===== src/rtl/h2s_pkg.sv =====
package h2s_pkg;
  localparam int HEXP_W    = 5;
  localparam int HFRAC_W   = 10;
  localparam int SEXP_W    = 8;
  localparam int SFRAC_W   = 23;
  localparam int HALF_W    = 1 + HEXP_W + HFRAC_W;
  localparam int SINGLE_W  = 1 + SEXP_W + SFRAC_W;
  localparam int HBIAS     = (1 << (HEXP_W - 1)) - 1;
  localparam int SBIAS     = (1 << (SEXP_W - 1)) - 1;
  localparam int BIAS_DIFF = SBIAS - HBIAS;
  localparam int FRAC_PAD  = SFRAC_W - HFRAC_W;
  localparam int LZ_W      = $clog2(HFRAC_W + 1);

  typedef enum logic [2:0] {
    CLS_ZERO,
    CLS_FLUSH,
    CLS_SUB,
    CLS_NORM,
    CLS_SPECIAL
  } h2s_cls_e;

  typedef struct packed {
    logic                sign;
    logic [HEXP_W-1:0]   exp;
    logic [HFRAC_W-1:0]  frac;
  } half_t;

  typedef struct packed {
    logic                sign;
    logic [SEXP_W-1:0]   exp;
    logic [SFRAC_W-1:0]  frac;
  } single_t;
endpackage


===== src/rtl/h2s_lzc.sv =====
module h2s_lzc #(
  parameter int WIDTH = 10,
  localparam int CNT_W = $clog2(WIDTH + 1)
) (
  input  logic [WIDTH-1:0] vec,
  output logic [CNT_W-1:0] count,
  output logic             all_zero
);
  logic [WIDTH-1:0] above_clear;

  // above_clear[i]: no bit above position i is set
  genvar g;
  generate
    for (g = 0; g < WIDTH; g++) begin : g_above
      if (g == WIDTH - 1) begin : g_top
        assign above_clear[g] = 1'b1;
      end else begin : g_rest
        assign above_clear[g] = ~|vec[WIDTH-1:g+1];
      end
    end
  endgenerate

  always_comb begin
    count = CNT_W'(WIDTH);
    for (int i = 0; i < WIDTH; i++) begin
      if (vec[i] && above_clear[i]) begin
        count = CNT_W'(WIDTH - 1 - i);
      end
    end
  end

  assign all_zero = ~|vec;
endmodule


===== src/rtl/h2s_classify.sv =====
module h2s_classify
  import h2s_pkg::*;
(
  input  half_t    op,
  input  logic     flush,
  input  logic     frac_zero,
  output h2s_cls_e cls
);
  logic exp_max;
  logic exp_min;

  assign exp_max = &op.exp;
  assign exp_min = ~|op.exp;

  always_comb begin
    if (exp_max) begin
      cls = CLS_SPECIAL;
    end else if (!exp_min) begin
      cls = CLS_NORM;
    end else if (frac_zero) begin
      cls = CLS_ZERO;
    end else if (flush) begin
      cls = CLS_FLUSH;
    end else begin
      cls = CLS_SUB;
    end
  end
endmodule


===== src/rtl/h2s_assemble.sv =====
module h2s_assemble
  import h2s_pkg::*;
(
  input  half_t           op,
  input  h2s_cls_e        cls,
  input  logic [LZ_W-1:0] lz,
  output single_t         res
);
  logic [LZ_W:0]         sub_shift;
  logic [HFRAC_W-1:0]    sub_frac;
  logic [SEXP_W-1:0]     sub_exp;
  logic [SEXP_W-1:0]     norm_exp;

  // leading one moves to the hidden position and is dropped
  assign sub_shift = {1'b0, lz} + (LZ_W+1)'(1);
  assign sub_frac  = op.frac << sub_shift;
  assign sub_exp   = SEXP_W'(BIAS_DIFF) - SEXP_W'(lz);
  assign norm_exp  = SEXP_W'(op.exp) + SEXP_W'(BIAS_DIFF);

  always_comb begin
    res.sign = op.sign;
    res.exp  = '0;
    res.frac = '0;
    unique case (cls)
      CLS_SPECIAL: begin
        res.exp  = '1;
        res.frac = {op.frac, {FRAC_PAD{1'b0}}};
      end
      CLS_NORM: begin
        res.exp  = norm_exp;
        res.frac = {op.frac, {FRAC_PAD{1'b0}}};
      end
      CLS_SUB: begin
        res.exp  = sub_exp;
        res.frac = {sub_frac, {FRAC_PAD{1'b0}}};
      end
      default: begin
        res.exp  = '0;
        res.frac = '0;
      end
    endcase
  end
endmodule


===== src/rtl/h2s_widen.sv =====
module h2s_widen
  import h2s_pkg::*;
#(
  parameter bit REG_OUT = 1'b1
) (
  input  logic                clk,
  input  logic                rst_n,
  input  logic                in_valid,
  input  logic [HALF_W-1:0]   in_half,
  input  logic                flush_sub,
  output logic                out_valid,
  output logic [SINGLE_W-1:0] out_single
);
  half_t           op;
  h2s_cls_e        cls;
  logic [LZ_W-1:0] lz;
  logic            frac_zero;
  single_t         res;

  assign op = half_t'(in_half);

  h2s_lzc #(.WIDTH(HFRAC_W)) u_lzc (
    .vec      (op.frac),
    .count    (lz),
    .all_zero (frac_zero)
  );

  h2s_classify u_cls (
    .op        (op),
    .flush     (flush_sub),
    .frac_zero (frac_zero),
    .cls       (cls)
  );

  h2s_assemble u_asm (
    .op  (op),
    .cls (cls),
    .lz  (lz),
    .res (res)
  );

  generate
    if (REG_OUT) begin : g_reg
      logic                vld_d, vld_q;
      logic [SINGLE_W-1:0] data_d, data_q;

      always_comb begin
        vld_d  = in_valid;
        data_d = data_q;
        if (in_valid) begin
          data_d = SINGLE_W'(res);
        end
      end

      always_ff @(posedge clk or negedge rst_n) begin
        if (!rst_n) begin
          vld_q  <= 1'b0;
          data_q <= '0;
        end else begin
          vld_q  <= vld_d;
          data_q <= data_d;
        end
      end

      assign out_valid  = vld_q;
      assign out_single = data_q;

      a_r1_sign: assert property (@(posedge clk) disable iff (!rst_n)
        out_valid |-> out_single[SINGLE_W-1] == $past(in_half[HALF_W-1]));

      a_r2_special_exp: assert property (@(posedge clk) disable iff (!rst_n)
        (out_valid && $past(&in_half[HALF_W-2 -: HEXP_W])) |->
        (&out_single[SINGLE_W-2 -: SEXP_W]) &&
        out_single[SFRAC_W-1 -: HFRAC_W] == $past(in_half[HFRAC_W-1:0]));

      a_r4_flush_zero: assert property (@(posedge clk) disable iff (!rst_n)
        (out_valid && $past(flush_sub) && $past(in_half[HALF_W-2 -: HEXP_W] == '0)) |->
        out_single[SINGLE_W-2:0] == '0);

      a_r6_normal_exp: assert property (@(posedge clk) disable iff (!rst_n)
        (out_valid && $past(in_half[HALF_W-2 -: HEXP_W] != '0) &&
         $past(~&in_half[HALF_W-2 -: HEXP_W])) |->
        out_single[SINGLE_W-2 -: SEXP_W] ==
        SEXP_W'($past(in_half[HALF_W-2 -: HEXP_W])) + SEXP_W'(BIAS_DIFF));

      a_r7_low_zero: assert property (@(posedge clk) disable iff (!rst_n)
        out_single[FRAC_PAD-1:0] == '0);

      a_r8_hold: assert property (@(posedge clk) disable iff (!rst_n)
        !$past(in_valid) |-> $stable(out_single));

      a_r8_follow: assert property (@(posedge clk) disable iff (!rst_n)
        out_valid == $past(in_valid));
    end else begin : g_comb
      assign out_valid  = in_valid;
      assign out_single = SINGLE_W'(res);

      a_r7_low_zero_c: assert property (@(posedge clk) disable iff (!rst_n)
        out_single[FRAC_PAD-1:0] == '0);

      a_r1_sign_c: assert property (@(posedge clk) disable iff (!rst_n)
        out_single[SINGLE_W-1] == in_half[HALF_W-1]);

      a_r2_special_c: assert property (@(posedge clk) disable iff (!rst_n)
        (&in_half[HALF_W-2 -: HEXP_W]) |-> (&out_single[SINGLE_W-2 -: SEXP_W]));

      a_r4_flush_c: assert property (@(posedge clk) disable iff (!rst_n)
        (flush_sub && in_half[HALF_W-2 -: HEXP_W] == '0) |->
        out_single[SINGLE_W-2:0] == '0);
    end
  endgenerate
endmodule


===== config.mk =====
export PLATFORM = sky130hd
export DESIGN_NAME = h2s_widen
export DESIGN_NICKNAME = d
export VERILOG_FILES = /design/src/rtl/h2s_pkg.sv /design/src/rtl/h2s_lzc.sv /design/src/rtl/h2s_classify.sv /design/src/rtl/h2s_assemble.sv /design/src/rtl/h2s_widen.sv
export SDC_FILE = /design/constraint.sdc
export NUM_CORES = 1
export LEC_CHECK = 0
export BUFFER_PORTS_ARGS = -buffer_cell sky130_fd_sc_hd__buf_2
export CAP_MARGIN = 20
export CORE_UTILIZATION = 57
export CTS_BUF_LIST = sky130_fd_sc_hd__clkbuf_8
export DETAILED_ROUTE_END_ITERATION = 6
export GPL_ROUTABILITY_DRIVEN = 0
export GPL_TIMING_DRIVEN = 0
export PLACE_DENSITY = 0.84
export RECOVER_POWER = 100
export SETUP_SLACK_MARGIN = 0.02
export SLEW_MARGIN = 20
export SYNTH_ARGS = -nofsm -noshare
export SYNTH_HDL_FRONTEND = slang
export SYNTH_HIERARCHICAL = 1
export SYNTH_SLANG_ARGS = --single-unit

===== constraint.sdc =====
create_clock -name clk -period 1.15 [get_ports clk]
set_clock_uncertainty 0.1 [all_clocks]
set_input_delay 0.1725 -clock clk [delete_from_list [all_inputs] [get_ports clk]]
set_output_delay 0.1725 -clock clk [all_outputs]
set_load 0.02 [all_outputs]

; After elaboration in Yosys (flattened, before gate mapping)
; Cells that the tools add are included.
[op_classes]
addsub = 3
multipliers = 0
div = 0
n_lt_le_gt_ge = 0
n_eq_ne = 3
shifts = 1
muxes = 15
bitwise = 0
reduce_logical = 29
[ops]
columns = op, count
row1 = $pmux 31 s3, 1
row2 = $mux 4, 9
row3 = $reduce_or 10->1, 1
row4 = $reduce_or 5->1, 2
row5 = $shl 10x5->10, 1
row6 = $logic_and 1x1->1, 9
row7 = $logic_not 1->1, 9
row8 = $mux 3, 3
row9 = $reduce_or 9->1, 1
row10 = $add 5x7->8 const B, 1
row11 = $reduce_or 8->1, 1
row12 = $sub 7x4->8 const A, 1
row13 = $reduce_or 7->1, 1
row14 = $eq 3x2->1 const B, 2
row15 = $reduce_or 6->1, 1
row16 = $add 4x1->5 const B, 1
row17 = $reduce_and 5->1, 1
row18 = $mux 2, 2
row19 = $reduce_or 4->1, 1
row20 = $eq 3x3->1 const B, 1
row21 = $reduce_or 3->1, 1
row22 = $reduce_or 2->1, 1
[word_totals]
reg_bits = 33
latchBits = 0
ram_bits = 0
rom_bits = 0
input_bits = 20
elab_cells = 53
memories = 0

; Longest topological paths before layout
; Gate-level depths: netlist (run 1).
[depth]
depth_word = 16
mapped_depth = 13
depth_no_buf = 10

; Modules after synthesis
; Netlist (run 1), hierarchy kept.
[modules_own_cells]
columns = mod, instances, cells_per_inst, area_per_inst_um2, seq_area_each_um2
row1 = h2s_widen, 1, 69, 1370.1, 825.8
row2 = h2s_assemble, 1, 113, 808.3, 0.0
row3 = h2s_lzc, 1, 19, 110.1, 0.0
row4 = h2s_classify, 1, 10, 58.8, 0.0

; Worst setup path after synthesis (run 1)
; Ideal clock, no wire load.
[synth_path]
path_kind = in2reg
start = input port in_half[1]
end = register g_reg.data_q[15] (netlist: out_single[15])
arrival_ps = 2618
path_slack_ps = -1693
stages = 11
n_path_buf = 2
path_cell_list = nand2b_1 -> a221o_1 -> a221oi_2 -> buf_2 -> inv_2 -> ha_1 -> buf_6 -> mux2_4 -> a22o_1 -> a22o_1 -> mux2_4
[synth_lines]
columns = element, line
row1 = from (decl), h2s_widen.sv:9  ; input logic [HALF_W-1:0] in_half,
row2 = to (signal assigned), h2s_widen.sv:61  ; data_q <= data_d;
row3 = to (decl), h2s_widen.sv:45  ; logic [SINGLE_W-1:0] data_d, data_q;

==> run summary, run 1 <==
Tcrit/Tclk final -> 2.35
Root Buffer -> clkbuf_8
Period minus WS final -> 2.70 ns
setup violators final -> 18
worst path cell trace -> buf_8, nand2b_4, a221o_1, a221oi_2, buf_6, inv_8, ha_4, buf_8, mux2i_2, mux2i_1, mux2i_1, o221ai_1, mux2_4
Total Nets Final -> 343
Static Leakage -> 1.73 nW
largest net degree at the start of global routing -> 34
top cell type's share of synthesized area -> 0.352
share of cells above drive strength 1 -> 0.602
Initial Util -> 0.618
CTS tree -> yes
Ant. Diodes -> 0
most frequent cells after synthesis -> 33 x dfrtp_1, 31 x mux2_4, 17 x buf_4, 17 x mux2i_1
number of enable flip-flop cells after synthesis -> 0
Setup Crit Path Kind -> in -> reg
initial antenna violation count -> 0
Synth Area in Simple Gates -> 0.117
vias in the first global route -> 1915
reg-to-reg startpoint -> out_single[5]$_DFFE_PN0P_
DR vias -> 2241
status -> finished, violations left
clock latency on the worst-skew pair -> 0.29 ns
hold_ws -> 0.191 ns
register area share after synthesis -> 0.352
Critical Path Source Type -> primary input
PortBufs -> 51
Final Non-Filler Cells -> 370
Worst-path clk slew -> 0.07 ns
Synth cell types -> 46
Required @ worst endpoint -> 1.22 ns
syn_area_per_cell -> 11.1 µm²
area grow syn2layout -> 48.8%
drt initial violations -> 200
post-detail-place hpwl -> 3760 µm
Synth async-reset ratio -> 1.00
crit end category -> flop
proportion of power drawn by flip-flops and latches -> 0.354
core area -> 3800 µm²
clock tree buffer depth -> 2
Tot GR Track Use -> 0.291
DR vias/cell -> 6.06
Total Power Consumption -> 3.92 mW
RR Endpoint -> out_single[5]$_DFFE_PN0P_
count leader, synth -> dfrtp_1
DRC -> 0
DRT Pass-1 Iters -> 5
Worst Path Max Fanout -> 6
portion of netlist area occupied by mux cells -> 0.290
# IOs -> 53
Slew Viols, Final -> 0
Psw -> 1.31 mW
main combinational cell family by area after synthesis -> multiplexers
Max-slew headroom -> 0.657
Post-Synth XOR/XNOR Area -> 0.0219
Post-Synthesis Cell Area -> 2350 µm²
RSZ-0062 raised after global routing -> yes
Compound-Gate Fraction of Synth Area -> 0.0954
Synth area leaders -> dfrtp_1 35%, mux2_4 20%, mux2i_1 7.2%
wire length of the first global-routing pass -> 9160 µm
Die Y-Extent -> 66.2 µm
Mapped Cells -> 211
slowest CP cell -> a221oi_2
worst reg2reg path depth -> 2
Worst Hold Class -> in -> reg
Rows -> 22
Clock Power Share -> 0.252
Largest stage delay, worst path -> 0.35 ns
Yosys Warn Count -> 6
PwrDens -> 1120 nW/µm²
internal power -> 2.61 mW
maximum VDD drop -> 0.973 mV
Primary FF master, synth -> dfrtp_1
Num CTS Buffers -> 5
Die X -> 66.2 µm
CP arrival -> 2.78 ns
die area -> 4380 µm²
#FFs+latches synth -> 33
Hold Path Origin -> in_half[2]
Max-cap violations -> 0
post-route worst setup slack -> -1.55 ns
CTS sink count -> 33
adder-cell share of the synthesized area -> 0.0107
Worst Max-Slew Pin Slew -> 0.514 ns
Fin. Hold Viols -> 0
Cells after DPL -> 322
setup_tns -> -21.69 ns
antenna violation net count after detailed routing -> 0
leading area contributor after synthesis -> dfrtp_1
combinational share of power -> 0.394
failing checks -> setup timing
total global routing overflow -> 0
r2r setup slk -> 0.07 ns
switch share -> 0.334
WHS Endpoint -> out_single[15]$_DFFE_PN0P_
WL final -> 8440 µm
Max Fclk -> 370 MHz
H-tree levels -> 2
worst hold stages -> 3
Avg WL per Cell -> 22.8 µm
[logic make-up after synthesis]
family,after synthesis
AOI/OAI and AO/OA,33
xor gates and xnor gates,5
adders and majority gates,2
buffers and inverters,33
DFF,33
muxes,51
other,1
and+or+nand+nor,53
[per-stage QoR]
step | setup slack, ns | instance area [µm²] | util
2_1_floorplan | -1.56 | 2460 | -
3_3_place_gp | -1.95 | 2770 | 0.730
3_5_place_dp | -2.04 | 2770 | 0.730
4_1_cts | -1.33 | 3170 | 0.834
5_1_grt | -1.59 | 3490 | 0.920
6_report | -1.55 | 3490 | 0.920
[layout make-up]
| class | count | area (µm²) |
|---|---|---|
| buffer | 24 | 243 |
| clock buffer | 7 | 96.3 |
| clock inverter | 1 | 5.00 |
| fill | 140 | 305 |
| inverter | 7 | 36.3 |
| multi-input combinational | 157 | 1540 |
| sequential | 33 | 826 |
| tap | 48 | 60.1 |
| timing repair buffer | 93 | 687 |
[placed cells by master (no fill, tap or decap), drive strengths merged]
cell type | Yosys | routed
a221oi | 1 | 1
inv | 7 | 7
o22ai | 2 | 2
o211ai | 1 | 1
nand4 | 1 | 1
nor3 | 3 | 3
dlygate4sd3 | 0 | 3
o21ai | 10 | 10
nand3 | 3 | 3
dfrtp | 33 | 33
nand3b | 1 | 1
mux2 | 33 | 33
xor2 | 2 | 2
nand2b | 4 | 4
xnor2 | 3 | 3
or3 | 1 | 1
a21oi | 9 | 9
ha | 2 | 2
o31ai | 1 | 1
clkinv | 0 | 1
nand2 | 15 | 15
a22o | 4 | 4
nor4b | 1 | 1
a21boi | 1 | 1
and3b | 1 | 1
or2 | 1 | 1
clkbuf | 1 | 30
nor2b | 3 | 3
o221ai | 2 | 2
nor3b | 2 | 2
nor4 | 2 | 2
mux4 | 1 | 1
buf | 25 | 91
nor2 | 15 | 15
o21a | 1 | 1
a221o | 1 | 1
conb | 1 | 13
mux2i | 17 | 17
[registers in the layout (all words and copies together), names as in the netlist]
register	flops
out_single	32
out_valid	1
[metal layers]
metal / global-route usage / wire length [µm] / part of all wire
met1: 0.334 / 2970 / 0.35
met2: 0.489 / 4260 / 0.50
met3: 0.0966 / 745 / 0.088
met4: 0.133 / 466 / 0.055
met5: 0 / 0 / 0
[power groups by stage]
| stage | registers [mW] | clock network [mW] | logic [mW] |
|---|---|---|---|
| after global placement | 1.39 | 0 | 1.07 |
| after floorplan | 1.55 | 0 | 0.615 |
| after global routing | 1.40 | 1.06 | 1.61 |
| final | 1.39 | 0.988 | 1.54 |
| after detailed placement | 1.39 | 0 | 1.10 |
| after CTS | 1.37 | 0.975 | 1.23 |
[worst max-delay path, delay by kind of cell]
family                   cells  cell delay (ns)
AND/OR/NAND/NOR              1             0.13
buffers and inverters        4             0.47
adder cells (fa/ha/maj)      1             0.30
AO/OA/AOI/OAI                3             0.85
multiplexers                 4             0.85
[how the worst max path moves through the flow]
stage	from	end	slack [ns]	cells past startpoint
floorplan	in_half[1]	out_single[22]$_DFFE_PN0P_	-1.56	13
global placement	in_half[1]	out_single[21]$_DFFE_PN0P_	-1.95	14
detailed placement	in_half[1]	out_single[18]$_DFFE_PN0P_	-2.04	14
CTS	in_half[1]	out_single[19]$_DFFE_PN0P_	-1.33	12
global route	in_half[1]	out_single[21]$_DFFE_PN0P_	-1.59	13
finish	in_half[1]	out_single[21]$_DFFE_PN0P_	-1.55	13
[what timing repair did]
item                                    CTS  global route
hold buffers                              2             1
endpoints found under the hold margin    34             1
pin swaps                                15            24
endpoints found under the setup margin   18            77
resized for setup                        43            64
setup buffers                            15            25
(Power assumes the default switching activity.)
==> inputs of run 2 (changes only) <==
CORE_MARGIN = 2   (was not set)
==> run summary, run 2 (synthesis gave the netlist of run 1 again) <==
reg-to-reg startpoint -> out_single[2]$_DFFE_PN0P_
total global routing overflow -> 0 (unchanged)
Worst-path clk slew -> 0.07 ns (about the same)
crit end category -> flop
PortBufs -> 51 (unchanged)
met3 usage -> 0.0674 (-0.0291)
cell family with most CP delay -> compound AO/OA/AOI/OAI gates
Rows -> 23 (+4.5%)
wire length of the first global-routing pass -> 8850 µm (-3.5%)
Final Non-Filler Cells -> 365 (-1.4%)
RSZ-0062 raised after global routing -> yes
Ant. Diodes -> 0 (unchanged)
core area -> 3970 µm² (+4.5%)
PwrDens -> 1140 nW/µm² (+1.3%)
CTS tree -> yes
clock tree buffer depth -> 2 (unchanged)
Setup Crit Path Kind -> in -> reg
most frequent cells in the layout -> 55 x buf_4, 33 x dfrtp_1, 27 x mux2_4
post-route worst setup slack -> -1.43 ns (+0.123 ns)
most common cell after layout, fill and taps aside -> buf_4
Max Fclk -> 388 MHz (+4.8%)
most used routing layer in global routing -> met2
DR vias -> 2022 (-9.8%)
Max-cap violations -> 0 (unchanged)
CP arrival -> 2.66 ns (-0.12 ns)
initial antenna violation count -> 0 (unchanged)
Num CTS Buffers -> 5 (unchanged)
antenna violation net count after detailed routing -> 0 (unchanged)
Hold Path Origin -> in_half[15]
Initial Util -> 0.591 (-0.0269)
Die Y-Extent -> 68.2 µm (+3.0%)
worst reg2reg path depth -> 2 (unchanged)
Global Route met2 Usage -> 0.436 (-0.0528)
failing checks -> setup timing
DR vias/cell -> 5.54 (-8.5%)
Total Nets Final -> 336 (-2.0%)
Cells after DPL -> 324 (+0.62%)
RR Endpoint -> out_single[2]$_DFFE_PN0P_
worst path cell trace -> buf_8, nand2b_4, a221o_1, a221oi_4, buf_6, inv_8, ha_4, buf_8, mux2i_4, mux2i_1, mux2i_1, o221ai_1, mux2_4
slowest CP cell -> a221o_1
end-of-flow core utilization -> 0.834 (-0.0860)
maximum VDD drop -> 1.10 mV (+13%)
hold_ws -> 0.0306 ns (-0.160 ns)
switch share -> 0.323 (-0.0112)
status -> finished, violations left
Worst Max-Slew Pin Slew -> 0.530 ns (+0.0167 ns)
DRC -> 0 (unchanged)
worst hold stages -> 2 (-1)
Largest stage delay, worst path -> 0.34 ns (about the same)
internal power -> 2.55 mW (-2.4%)
DRT Pass-1 Iters -> 4 (-1)
Psw -> 1.21 mW (-7.2%)
Max-slew headroom -> 0.644 (-0.0129)
Slew Viols, Final -> 0 (unchanged)
clock latency on the worst-skew pair -> 0.29 ns (about the same)
Tot GR Track Use -> 0.261 (-0.0307)
CP bufs+invs -> 4 (unchanged)
Worst Hold Class -> in -> reg
vias in the first global route -> 1794 (-6.3%)
r2r setup slk -> 0.05 ns (-0.02 ns)
share of cells above drive strength 1 -> 0.562 (-0.0406)
WL final -> 6850 µm (-19%)
setup violators final -> 18 (unchanged)
proportion of power drawn by flip-flops and latches -> 0.366 (+0.012)
Static Leakage -> 1.65 nW (-4.6%)
die area -> 4650 µm² (+6.1%)
post-detail-place hpwl -> 3850 µm (+2.5%)
Die X -> 68.2 µm (+3.0%)
cell area after layout -> 3310 µm² (-5.2%)
Area after DPL -> 2780 µm² (about the same)
Clock Power Share -> 0.261 (+0.009)
Tcrit/Tclk final -> 2.24 (-0.107)
Required @ worst endpoint -> 1.23 ns (about the same)
Critical Path Source Type -> primary input
Worst Path Max Fanout -> 7 (+1)
Root Buffer -> clkbuf_8
drt initial violations -> 108 (-46%)
# IOs -> 53 (unchanged)
Avg WL per Cell -> 18.8 µm (-18%)
largest net degree at the start of global routing -> 34 (unchanged)
H-tree levels -> 2 (unchanged)
met1 Track Usage GR -> 0.325 (-0.00943)
Fin. Hold Viols -> 0 (unchanged)
CTS sink count -> 33 (unchanged)
max reg flops -> 32 (unchanged)
WHS Endpoint -> out_single[31]$_DFFE_PN0P_
area grow syn2layout -> 41.0%
Total Power Consumption -> 3.76 mW (-4.0%)
Period minus WS final -> 2.58 ns (-0.123 ns)
combinational share of power -> 0.373 (-0.021)
## run 2: cell types whose count changed in the layout (fill, tap and decap cells not counted), moves of 2 or more
| cell | before | now |
|---|---|---|
| a21oi_4 | 4 | 0 |
| nor2b_4 | 2 | 0 |
| buf_6 | 12 | 7 |
| buf_8 | 4 | 2 |
| mux2i_1 | 14 | 16 |
| o21ai_2 | 3 | 1 |
| buf_2 | 18 | 16 |
| clkbuf_4 | 10 | 7 |
| a21oi_2 | 3 | 6 |
| clkbuf_2 | 12 | 16 |
## run 2: worst max path at each step
stage                from                    endpoint  slack (ns)  cells after the start
2_1_floorplan  in_half[1]  out_single[22]$_DFFE_PN0P_       -1.56                     13
3_3_place_gp   in_half[1]  out_single[21]$_DFFE_PN0P_       -1.93                     14
3_5_place_dp   in_half[1]  out_single[21]$_DFFE_PN0P_       -2.00                     14
4_1_cts        in_half[1]  out_single[21]$_DFFE_PN0P_       -1.34                     13
5_1_grt        in_half[1]  out_single[22]$_DFFE_PN0P_       -1.47                     13
6_report       in_half[1]  out_single[22]$_DFFE_PN0P_       -1.43                     13
## run 2: cell type report
type / count / area (µm²)
well taps: 50 / 62.6
repair buffers: 85 / 582
flip-flops and latches: 33 / 826
multi-input cells: 157 / 1450
fillers: 242 / 661
inverters: 7 / 38.8
clock inverters: 1 / 5.00
clock buffers: 7 / 96.3
plain buffers: 25 / 250
## run 2: power by group through the flow
| stage | combinational, mW | clock, mW | sequential, mW |
|---|---|---|---|
| 2_1_floorplan | 0.615 | 0 | 1.55 |
| 3_3_place_gp | 1.08 | 0 | 1.38 |
| 3_5_place_dp | 1.10 | 0 | 1.39 |
| 4_1_cts | 1.20 | 0.976 | 1.37 |
| 5_1_grt | 1.48 | 1.05 | 1.39 |
| 6_report | 1.40 | 0.983 | 1.38 |
## run 2: timing repair
action,in CTS,in global routing
setup buffers,11,22
resized for setup,32,40
hold endpoints to repair,34,0
pin swaps,8,8
endpoints found under the setup margin,18,73
hold buffers,2,0
## run 2: worst register-to-register path: stages, from the launching register on
cell,delay [ns]
dfrtp_1,0.38
buf_4,0.14
mux2_1,0.34
## run 2: metal layers
layer  up-vias  routed length, µm
met4         0                310
met5         -                  0
li1        921                  -
met3        28                325
met1       990               2720
met2        83               3500
## run 2: stage by stage
step | TNS (ns) | worst slack [ns]
3_3_place_gp | -27.93 | -1.93
4_1_cts | -19.10 | -1.34
5_1_grt | -21.62 | -1.47
3_5_place_dp | -28.65 | -2.00
2_1_floorplan | -21.69 | -1.56
6_report | -20.33 | -1.43
==> inputs of run 3 (changes only) <==
CAP_MARGIN = 5   (was 20)
CORE_UTILIZATION = 51   (was 57)
PLACE_DENSITY = 0.79   (was 0.84)
clock period = 2.3 ns   (was 1.15 ns; I/O delays follow)
==> run summary, run 3 (synthesis gave the netlist of run 1 again) <==
Max Fclk -> 359 MHz
most used routing layer in global routing -> met2
met3 usage -> 0.0534 (-0.0140)
max reg flops -> 32 (unchanged)
core area -> 4380 µm² (+10%)
CP arrival -> 2.85 ns (+0.19 ns)
Slew Viols, Final -> 34 (+34)
Tot GR Track Use -> 0.222 (-0.0387)
Worst Hold Class -> in -> reg
r2r setup slk -> 1.40 ns (+1.35 ns)
Period minus WS final -> 2.79 ns
Worst Path Max Fanout -> 7 (unchanged)
Static Leakage -> 1.37 nW (-17%)
DR vias -> 1879 (-7.1%)
die area -> 5160 µm² (+11%)
largest net degree at the start of global routing -> 34 (unchanged)
RR Endpoint -> out_single[4]$_DFFE_PN0P_
# IOs -> 53 (unchanged)
Layout fillers -> 350 (+45%)
DRC -> 0 (unchanged)
antenna violation net count after detailed routing -> 0 (unchanged)
drt initial violations -> 107 (-0.93%)
Required @ worst endpoint -> 2.37 ns (+1.14 ns)
vias in the first global route -> 1842 (+2.7%)
Initial Util -> 0.535 (-0.0557)
clock tree buffer depth -> 2 (unchanged)
CTS sink count -> 33 (unchanged)
Worst Max-Slew Pin Slew -> 1.73 ns (+1.20 ns)
WL final -> 5550 µm (-19%)
area grow syn2layout -> 28.6%
setup_tns -> -3.31 ns (+17.02 ns)
share of cells above drive strength 1 -> 0.394 (-0.167)
Critical Path End -> out_single[22]$_DFFE_PN0P_
most frequent cells in the layout -> 37 x clkbuf_1, 33 x dfrtp_1, 25 x buf_4, 20 x mux2_4, 15 x nand2_1
Avg WL per Cell -> 16.3 µm (-13%)
Max-cap violations -> 1 (+1)
total global routing overflow -> 0 (unchanged)
Num CTS Buffers -> 5 (unchanged)
DRT Pass-1 Iters -> 4 (unchanged)
Root Buffer -> clkbuf_8
status -> finished, violations left
crit end category -> flop
CTS tree -> yes
Critical Path Source Type -> primary input
most common cell after layout, fill and taps aside -> clkbuf_1
PortBufs -> 51 (unchanged)
Final Non-Filler Cells -> 341 (-6.6%)
Ant. Diodes -> 0 (unchanged)
PwrDens -> 571 nW/µm² (-50%)
Global Route met2 Usage -> 0.364 (-0.0715)
setup violators final -> 12 (-6)
wire length of the first global-routing pass -> 9020 µm (+2.0%)
Die X -> 71.8 µm (+5.4%)
met1 Track Usage GR -> 0.295 (-0.0292)
worst reg2reg path depth -> 1 (-1)
Total Nets Final -> 311 (-7.4%)
Worst-path clk slew -> 0.06 ns (about the same)
post-route worst setup slack -> -0.485 ns (+0.945 ns)
H-tree levels -> 2 (unchanged)
DR vias/cell -> 5.51 (-0.53%)
post-detail-place hpwl -> 3610 µm (-6.3%)
failing checks -> capacitance limit, slew limit, setup timing
Rows -> 24 (+4.3%)
clock latency on the worst-skew pair -> 0.27 ns (-0.02 ns)
maximum VDD drop -> 0.419 mV (-62%)
initial antenna violation count -> 0 (unchanged)
cts hold-fix bufs -> 0 (-2)
Setup Crit Path Kind -> in -> reg
Die Y-Extent -> 71.8 µm (+5.4%)
RSZ-0062 raised after global routing -> yes
Fin. Hold Viols -> 0 (unchanged)
Cells after DPL -> 326 (+0.62%)
reg-to-reg startpoint -> out_single[4]$_DFFE_PN0P_
critical path launch point -> in_half[1]
Max-slew headroom -> -0.152 (-0.796)
Tcrit/Tclk final -> 1.21
-- run 3: critical path, stage by stage --
cell	delay [ns]
buf_8	0.10
nand2b_4	0.13
a221o_1	0.34
a221oi_4	0.29
buf_6	0.16
inv_8	0.03
ha_4	0.31
buf_12	0.15
mux2i_4	0.26
mux2i_1	0.11
mux2i_1	0.19
o221ai_1	0.16
mux2_4	0.27
-- run 3: stage by stage --
step                      area, µm²  utilization  total power [mW]  setup WS (ns)  hold WS [ns]
after floorplan                2420            -              1.08         -0.578       -0.0506
after global placement         2740        0.625              1.23         -0.961         0.335
after detailed placement       2740        0.625              1.24          -1.02         0.345
after CTS                      3060        0.698              1.74         -0.359        0.0442
after global routing           3020        0.689              1.81         -0.568         0.102
final                          3020        0.689              1.72         -0.485         0.111
-- run 3: worst min-delay path by stage --
stage	from	endpoint	slack, ns	cells after the start
final	in_valid	out_valid$_DFF_PN0_	0.11	1
after global routing	in_valid	out_valid$_DFF_PN0_	0.10	1
after detailed placement	rst_n	out_single[15]$_DFFE_PN0P_	0.34	1
after CTS	rst_n	out_single[15]$_DFFE_PN0P_	0.04	1
after floorplan	rst_n	out_single[0]$_DFFE_PN0P_	-0.05	0
after global placement	rst_n	out_single[15]$_DFFE_PN0P_	0.33	1
-- run 3: cell type report --
type,count,area [µm²],area share
Clock buffer,6,82.6,0.0274
Multi-Input combinational cell,157,1470,0.486
Sequential cell,33,826,0.274
Tap cell,52,65.1,0.0215
Inverter,7,33.8,0.0112
Clock inverter,1,3.75,0.00124
Buffer,23,201,0.0667
Timing Repair Buffer,62,340,0.113
-- run 3: layer usage --
layer	routed length (µm)	part of all wire
met2	2810	0.51
met4	78	0.014
met3	358	0.065
met1	2300	0.41
met5	0	0
-- run 3: what timing repair did --
item | CTS | global route
setup buffers | 10 | 2
pin swaps | 15 | 13
hold endpoints to repair | 0 | 0
setup endpoints to repair | 17 | 16
resized for setup | 42 | 20
-- run 3: power breakdown --
| part | leakage (nW) | switching, mW | internal, mW | total, mW |
|---|---|---|---|---|
| combinational | 0.936 | 0.328 | 0.287 | 0.615 |
| sequential | 0.390 | 0.0363 | 0.647 | 0.684 |
| clock | 0.0485 | 0.192 | 0.233 | 0.425 |
| total | 1.37 | 0.557 | 1.17 | 1.72 |
